`config.mk`:
```
export PLATFORM = sky130hd
export DESIGN_NAME = sar_adc_ctrl
export DESIGN_NICKNAME = d
export VERILOG_FILES = /design/src/rtl/sar_adc_ctrl.sv
export SDC_FILE = /design/constraint.sdc
export NUM_CORES = 1
export LEC_CHECK = 0
export BUFFER_PORTS_ARGS = -buffer_cell sky130_fd_sc_hd__buf_2
export CAP_MARGIN = 15
export CORE_MARGIN = 2
export CORE_UTILIZATION = 45
export CTS_CLUSTER_SIZE = 14
export DETAILED_ROUTE_END_ITERATION = 16
export PLACE_DENSITY_LB_ADDON = 0.08
export RECOVER_POWER = 100
export SETUP_SLACK_MARGIN = 0.3
export SLEW_MARGIN = 10
export SYNTH_ARGS = -nofsm -noshare
export SYNTH_HDL_FRONTEND = slang
export SYNTH_SLANG_ARGS = --single-unit
export TNS_END_PERCENT = 100
```
`constraint.sdc`:
```
create_clock -name clk -period 3.44 [get_ports clk]
set_clock_uncertainty 0.2 [all_clocks]
set_input_delay 0.172 -clock clk [delete_from_list [all_inputs] [get_ports clk]]
set_output_delay 0.172 -clock clk [all_outputs]
set_load 0.02 [all_outputs]
```
`src/rtl/sar_adc_ctrl.sv`:
```
module sar_adc_ctrl #(
  parameter int N         = 8,
  parameter int SETTLE    = 4,
  parameter int HOLD_WAIT = 2
) (
  input  logic         clk,
  input  logic         rst_n,
  input  logic         go,
  input  logic         cmp_in,
  output logic         hold,
  output logic [N-1:0] dac_code,
  output logic         busy,
  output logic         done,
  output logic [N-1:0] data
);
  localparam int CMAX = (SETTLE > HOLD_WAIT) ? SETTLE : HOLD_WAIT;
  localparam int CW   = $clog2(CMAX + 1);
  localparam int BW   = $clog2(N);
  localparam logic [N-1:0] MSB = {1'b1, {(N-1){1'b0}}};

  typedef enum logic [1:0] {S_IDLE, S_ACQ, S_TRIAL} st_t;

  st_t           st;
  logic [CW-1:0] cnt;
  logic [BW-1:0] bidx;
  logic          sy1, sy2;
  logic [N-1:0]  bit_mask, keep_code;

  assign busy      = (st != S_IDLE);
  assign bit_mask  = {{(N-1){1'b0}}, 1'b1} << bidx;
  assign keep_code = sy2 ? dac_code : (dac_code & ~bit_mask);

  always_ff @(posedge clk or negedge rst_n)
    if (!rst_n) begin
      sy1 <= 1'b0;
      sy2 <= 1'b0;
    end else begin
      sy1 <= cmp_in;
      sy2 <= sy1;
    end

  always_ff @(posedge clk or negedge rst_n)
    if (!rst_n) begin
      st       <= S_IDLE;
      cnt      <= '0;
      bidx     <= '0;
      hold     <= 1'b0;
      dac_code <= '0;
      done     <= 1'b0;
      data     <= '0;
    end else begin
      done <= 1'b0;
      case (st)
        S_IDLE:
          if (go) begin
            st   <= S_ACQ;
            hold <= 1'b1;
            cnt  <= '0;
          end
        S_ACQ:
          if (cnt == CW'(HOLD_WAIT - 1)) begin
            st       <= S_TRIAL;
            cnt      <= '0;
            bidx     <= BW'(N - 1);
            dac_code <= MSB;
          end else
            cnt <= cnt + 1'b1;
        S_TRIAL:
          if (cnt == CW'(SETTLE - 1)) begin
            cnt <= '0;
            if (bidx == '0) begin
              data     <= keep_code;
              done     <= 1'b1;
              hold     <= 1'b0;
              dac_code <= '0;
              st       <= S_IDLE;
            end else begin
              dac_code <= keep_code | (bit_mask >> 1);
              bidx     <= bidx - 1'b1;
            end
          end else
            cnt <= cnt + 1'b1;
        default: st <= S_IDLE;
      endcase
    end

  p_hold_busy_r2: assert property (@(posedge clk) disable iff (!rst_n)
    busy |-> hold);

  p_first_trial_r3: assert property (@(posedge clk) disable iff (!rst_n)
    (st == S_TRIAL && $past(st) == S_ACQ) |-> dac_code == MSB);

  p_low_bits_clear_r4: assert property (@(posedge clk) disable iff (!rst_n)
    (st == S_TRIAL) |-> (dac_code & (bit_mask - 1'b1)) == '0);

  p_done_pulse_r6: assert property (@(posedge clk) disable iff (!rst_n)
    done |=> !done);

  p_data_stable_r7: assert property (@(posedge clk) disable iff (!rst_n)
    !done |-> $stable(data));

  p_hold_release_r8: assert property (@(posedge clk) disable iff (!rst_n)
    done |-> !hold && !busy);

  p_no_restart_r9: assert property (@(posedge clk) disable iff (!rst_n)
    (st == S_TRIAL && go) |=> st != S_ACQ);
endmodule

```
==> summary.txt, run 1 <==
Worst setup path
  – Critical path endpoint category: flop
  – Startpoint-to-endpoint class of the critical path: reg -> reg
  – Max stage delay cell, worst path: dfrtp_1
  – Crit path DAT: 2420 ps
  – Biggest cell delay along the critical path: 430 ps
  – Cell occurring most often along the worst timing path: mux2_2
  – Req. time, crit path: 3470 ps
  – Combined buffer and inverter count along the critical path: 1
  – CP top delay family: multiplexers
  – Element type at the critical path start: flop
  – List of cells traversed by the critical path: inv_1 > ha_1 > mux2_2 > o211ai_1 > a21oi_1 > mux2_2
  – Largest fanout of any net on the critical path: 12

Die
  – Floorplan die area: 3780 um^2
  – Total core area: 3100 um^2
  – Initial Util: 47.9%
  – Die Height: 61.5 um
  – Die W: 61.5 um
  – Row Count: 20
  – Boundary Pins: 23

Clock network
  – Clock transition time at the flip-flop clock pins of the worst setup and hold paths: 140 ps
  – Clock network latency to the later pin of the worst-skew pair: 330 ps
  – H-Tree Level Count: 1
  – CTS tree: done
  – Clock sinks: 28
  – Total clock buffers created by CTS: 3
  – Clk buf depth: 2
  – Clock tree root driver cell: clkbuf_4
  – Total setup buffers inserted after CTS: 0

GRT
  – Wire length of the first global-routing pass: 5020 um
  – Number of antenna violations at the first check in global routing: 0
  – Total global routing overflow: 0
  – Number of global-route vias before repair: 1045
  – Gr usage total: 17.7%
  – Largest net degree at the start of global routing: 29

Synth
  – Top_reg_cell synth: dfrtp_1
  – Number of synthesis warnings: 0
  – Flip-flop and latch count after synthesis: 28
  – Mean area per synthesized cell: 10.3 um^2
  – Summed instance area of the synthesized netlist: 1490 um^2
  – Proportion of register bits with asynchronous set or reset after synthesis: 100%
  – Synthesized netlist cell count: 144
  – Number of synthesized flops with an enable pin: 0
  – Netlist cell types: 32
  – Syn Nets: 160
  – Sequential area share after synthesis: 47.2%

Pwr
  – Net Switching: 0.421 mW
  – Switching share of power: 42.7%
  – Portion of total power attributed to sequential cells: 42.9%
  – Power per cell area: 618 nW/um^2
  – Internal power summed over all cells: 0.564 mW
  – Peak supply drop: 0.226 mV
  – Gate power share: 43.4%
  – Clock power share: 13.7%
  – LEAKAGE: 0.724 nW

Placement
  – Count of port buffers added during placement: 22
  – Cell count after placement: 206
  – Placed inst area: 1620 um^2
  – DP Wirelength: 2220 um
  – Gp weighted congestion: 0.836

Final layout
  – Nets: 186
  – Final std cell area, no fill: 1590 um^2
  – Fraction of layout instances using a drive strength above 1: 5.95%
  – Final core occ: 51.3%
  – Layout overhead on the synthesized area: 7.25%
  – Antenna diode instance count: 0
  – Number of cells in the finished layout apart from fillers: 212

Drt
  – Iteration-0 DRC count of the detailed router: 82
  – Routed WL: 2950 um
  – DRC Markers: 0
  – Via count of the routed design: 1091
  – Count of TritonRoute iterations in the first routing pass: 5
  – Detail-routed via count per cell: 5.15
  – Detail Route Antenna Nets: 0
  – Average wire per cell in the routed design: 13.9 um

STA
  – Final critical-path required period: 2400 ps
  – Part of the cycle the worst path needs: 69.6%
  – Relative slew margins: 2.08%
  – Hold WS: 169 ps
  – Final hold vios: 0
  – RSZ-0062 raised after global routing: no
  – Sum Neg Setup Slack: 0 ps
  – Highest attainable clock frequency: 0.417 GHz
  – Final setup viols: 0
  – Transition time at the pin with the least slew margin: 1470 ps
  – Max-slew violation count: 0

Run status
  – Result of the run: finished, final reports clean

Run
  – Max-cap viol count: 0

Worst hold path
  – Path type of the worst min-delay path: reg -> reg
layout by cell type, fill, tap and decap left out, drive strengths merged:
cell and count:
o22a 1, o22ai 1, dlygate4sd3 3, a22oi 4, inv 15, nand2 25, o21ai 19, mux2i 1
dfrtp 28, mux2 5, nand3 1, nor2 3, and2b 1, buf 2, clkbuf 23, nor2b 1
a21boi 3, a21oi 5, o31a 1, a31oi 5, nand2b 4, ha 12, o211ai 1, o31ai 1
nand3b 1, nand4 1, a32o 1
final timing paths:
path | startpoint | cells after the start | slack, ps | to
max | st[0] | 6 | 1040 | bidx[0]
max in group asynchronous | rst_n | 2 | 1680 | dac_code[2]
max reg2reg | st[0] | 6 | 1040 | bidx[0]
min | sy1 | 0 | 170 | sy2
min reg2reg | sy1 | 0 | 170 | sy2
min in group asynchronous | rst_n | 2 | 500 | cnt[0]
cell families (layout without fill, tap and decap cells):
kind of cell             count (synthesis)  after routing  synth area share, %
adder cells (fa/ha/maj)                 12             12                 10.1
AND/OR/NAND/NOR                         37             37                 14.0
AO/OA/AOI/OAI                           42             42                 18.4
multiplexers                             6              6                 4.46
flip-flops                              28             28                 47.2
buffers and inverters                   19             43                 5.90
area by class of cell:
cell class	count	area, um^2
multi-input combinational	97	643
sequential	28	701
tap	44	55.1
fill	315	1510
inverter	15	56.3
timing repair buffer	25	115
clock buffer	3	22.5
routing by layer:
| layer | vias up | track usage (%) | wire length [um] |
|---|---|---|---|
| li1 | 545 | - | - |
| met1 | 518 | 26.1 | 1460 |
| met2 | 23 | 27.7 | 1340 |
| met3 | 5 | 2.52 | 113 |
| met4 | 0 | 4.56 | 36 |
| met5 | - | 0 | 0 |
power by group through the flow:
stage                     registers [mW]  clock network, mW  logic (mW)
after floorplan                    0.434                  0       0.344
after global placement             0.424                  0       0.445
after detailed placement           0.428                  0       0.462
after CTS                          0.421              0.140       0.469
after global routing               0.430              0.150       0.487
final                              0.422              0.135       0.427
flip-flops by register name (all words and copies together) (netlist names), 2 cells and up:
signal    cells
dac_code      8
data          8
cnt           3
st            2
bidx          3
what timing repair did:
item / CTS / global route
hold buffers: 3 / 0
hold endpoints to repair: 31 / 0
gates resized for setup: 0 / 0
cells in the mapped netlist, types with 2 or more instances:
master / number / area share (%)
nor2_1: 3 / 0.76
ha_1: 12 / 10
buf_4: 2 / 1.0
a22oi_1: 3 / 1.5
a31oi_1: 5 / 2.1
nand2b_1: 2 / 0.84
o21ai_0: 14 / 4.7
mux2_2: 2 / 1.5
mux2_1: 3 / 2.3
nand2_1: 25 / 6.3
dfrtp_1: 28 / 47
a21oi_1: 5 / 1.7
a21boi_0: 3 / 1.5
inv_1: 15 / 3.8
o21ai_1: 5 / 1.7
per-stage QoR:
stage          total power, mW  worst slack, ps
6_report                 0.984             1040
5_1_grt                   1.07              840
4_1_cts                   1.03             1100
3_5_place_dp             0.890             1130
3_3_place_gp             0.869             1200
2_1_floorplan            0.778             1690
No activity file was read; power rests on OpenSTA's default activity.
==> run 2: changes to the inputs <==
- clock period: 3.44 -> 2.2 ns (I/O delays scaled with it)
==> summary.txt, run 2 (synthesis gave the netlist of run 1 again) <==
Drt
  – DRC Markers: 0 (unchanged)
  – Detail-routed via count per cell: 5.19 (+0.94%)
  – Detail Route Antenna Nets: 0 (unchanged)
  – Iteration-0 DRC count of the detailed router: 88 (+7.3%)
  – Via count of the routed design: 1122 (+2.8%)
  – Count of TritonRoute iterations in the first routing pass: 4 (-1)
  – Average wire per cell in the routed design: 13.4 um (-4.0%)
  – Routed WL: 2890 um (-2.2%)

STA
  – Relative slew margins: 59.1% (+57 points)
  – Final hold vios: 0 (unchanged)
  – Highest attainable clock frequency: 0.525 GHz (+26%)
  – Sum Neg Setup Slack: 0 ps (unchanged)
  – Part of the cycle the worst path needs: 86.6% (+17 points)
  – Hold WS: 116 ps (-52.9 ps)
  – Max-slew violation count: 0 (unchanged)
  – Final setup viols: 0 (unchanged)
  – Transition time at the pin with the least slew margin: 614 ps (-855 ps)
  – Final critical-path required period: 1910 ps (-490 ps)
  – RSZ-0062 raised after global routing: no

Run status
  – Result of the run: finished, final reports clean

Placement
  – Gp weighted congestion: 0.776 (-7.1%)
  – DP Wirelength: 2220 um (+0.12%)
  – Count of port buffers added during placement: 22 (unchanged)

Worst setup path
  – Req. time, crit path: 2230 ps (-1240 ps)
  – Reg-to-reg critical path startpoint: st[0]
  – Flop-to-flop setup slack: 290 ps (-750 ps)
  – Largest fanout of any net on the critical path: 5 (-7)
  – Crit path DAT: 1930 ps (-490 ps)
  – Element type at the critical path start: flop
  – Critical path endpoint category: flop
  – Number of cells on the worst reg-to-reg path: 6 (unchanged)
  – Endpoint of the most critical register-to-register path: bidx[0]
  – Startpoint-to-endpoint class of the critical path: reg -> reg

GRT
  – Number of global-route vias before repair: 1035 (-0.96%)
  – Wire length of the first global-routing pass: 4910 um (-2.1%)
  – Total global routing overflow: 0 (unchanged)
  – Gr usage total: 17.6% (-0.17 points)
  – Number of antenna violations at the first check in global routing: 0 (unchanged)
  – Largest net degree at the start of global routing: 29 (unchanged)

Final layout
  – Antenna diode instance count: 0 (unchanged)
  – Largest registers in the final layout: dac_code (8), data (8)
  – Nets: 190 (+2.2%)
  – Most frequent cells in the layout: 28 x dfrtp_1, 25 x nand2_1, 19 x clkbuf_1
  – Filler instances: 306 (-2.9%)
  – Layout overhead on the synthesized area: 13.1%
  – Fraction of layout instances using a drive strength above 1: 12.2% (+6.3 points)
  – Most frequent standard cell in the layout excluding fill and tap cells: dfrtp_1

Clock network
  – Clock network latency to the later pin of the worst-skew pair: 320 ps (about the same)
  – Clock tree root driver cell: clkbuf_4
  – Clock sinks: 28 (unchanged)
  – Total clock buffers created by CTS: 3 (unchanged)
  – CTS tree: done
  – Clk buf depth: 2 (unchanged)
  – Clock transition time at the flip-flop clock pins of the worst setup and hold paths: 140 ps (about the same)
  – H-Tree Level Count: 1 (unchanged)

Pwr
  – LEAKAGE: 0.749 nW (+3.5%)
  – Power per cell area: 976 nW/um^2 (+58%)
  – Peak supply drop: 0.439 mV (+95%)

Die
  – Row Count: 20 (unchanged)
  – Boundary Pins: 23 (unchanged)
  – Total core area: 3100 um^2 (unchanged)
  – Die W: 61.5 um (unchanged)
  – Die Height: 61.5 um (unchanged)
  – Floorplan die area: 3780 um^2 (unchanged)
  – Initial Util: 47.9% (unchanged)

Run
  – Max-cap viol count: 0 (unchanged)

Worst hold path
  – Path type of the worst min-delay path: in -> async
run 2: cell types whose count changed in the layout (fill, tap and decap cells not counted), moves of 2 or more:
| cell | delta |
|---|---|
| ha_1 | -2 |
| o21ai_1 | +3 |
| ha_2 | +2 |
| o21ai_0 | -3 |
| buf_4 | +3 |
run 2: report_power, final:
group	total [mW]	switching, mW	leakage, nW	internal [mW]
logic	0.777	0.483	0.376	0.294
registers	0.658	0.0699	0.359	0.589
clock network	0.204	0.140	0.0138	0.0642
total	1.64	0.692	0.749	0.947
run 2: how the worst max path moves through the flow:
| stage | start | to |
|---|---|---|
| after detailed placement | bidx[0] | data[1] |
| after global routing | st[0] | bidx[0] |
| after global placement | bidx[0] | data[2] |
| after floorplan | bidx[0] | data[1] |
| final | st[0] | bidx[0] |
| after CTS | st[0] | dac_code[0] |
run 2: repair_timing:
item                       CTS  global route
gates resized for setup      3             4
setup endpoints to repair   13            10
hold endpoints to repair    32             0
setup buffers                1             1
hold buffers                 3             0
pin swaps                    1             0
run 2: per-stage QoR:
step	utilization [%]	total power, mW	cell area (um^2)	worst slack (ps)	cells
detailed placement	52.7	1.43	1630	176	208
floorplan	-	1.22	1490	448	144
finish	54.1	1.64	1680	295	216
CTS	55.1	1.66	1710	345	215
global route	54.1	1.78	1680	168	216
global placement	52.7	1.39	1630	273	208
run 2: worst max-delay path, stage by stage (launching register included):
cell and delay (ps):
dfrtp_1 420, inv_2 70, ha_1 310, mux2_1 370, o211ai_2 90, a21oi_1 90
mux2_2 270
run 2: area by class of cell:
type,instances,area [um^2],area share [%]
Sequential cell,28,701,41.7
Multi-Input combinational cell,97,694,41.4
Timing Repair Buffer,29,150,8.94
Inverter,15,56.3,3.35
Tap cell,44,55.1,3.28
Clock buffer,3,22.5,1.34
run 2: per-layer routing:
metal	vias up	GRT usage (%)	wire length, um
met5	-	0	0
met4	0	1.82	0
met3	0	5.04	203
met2	36	27.7	1320
met1	535	25.1	1370
li1	551	-	-
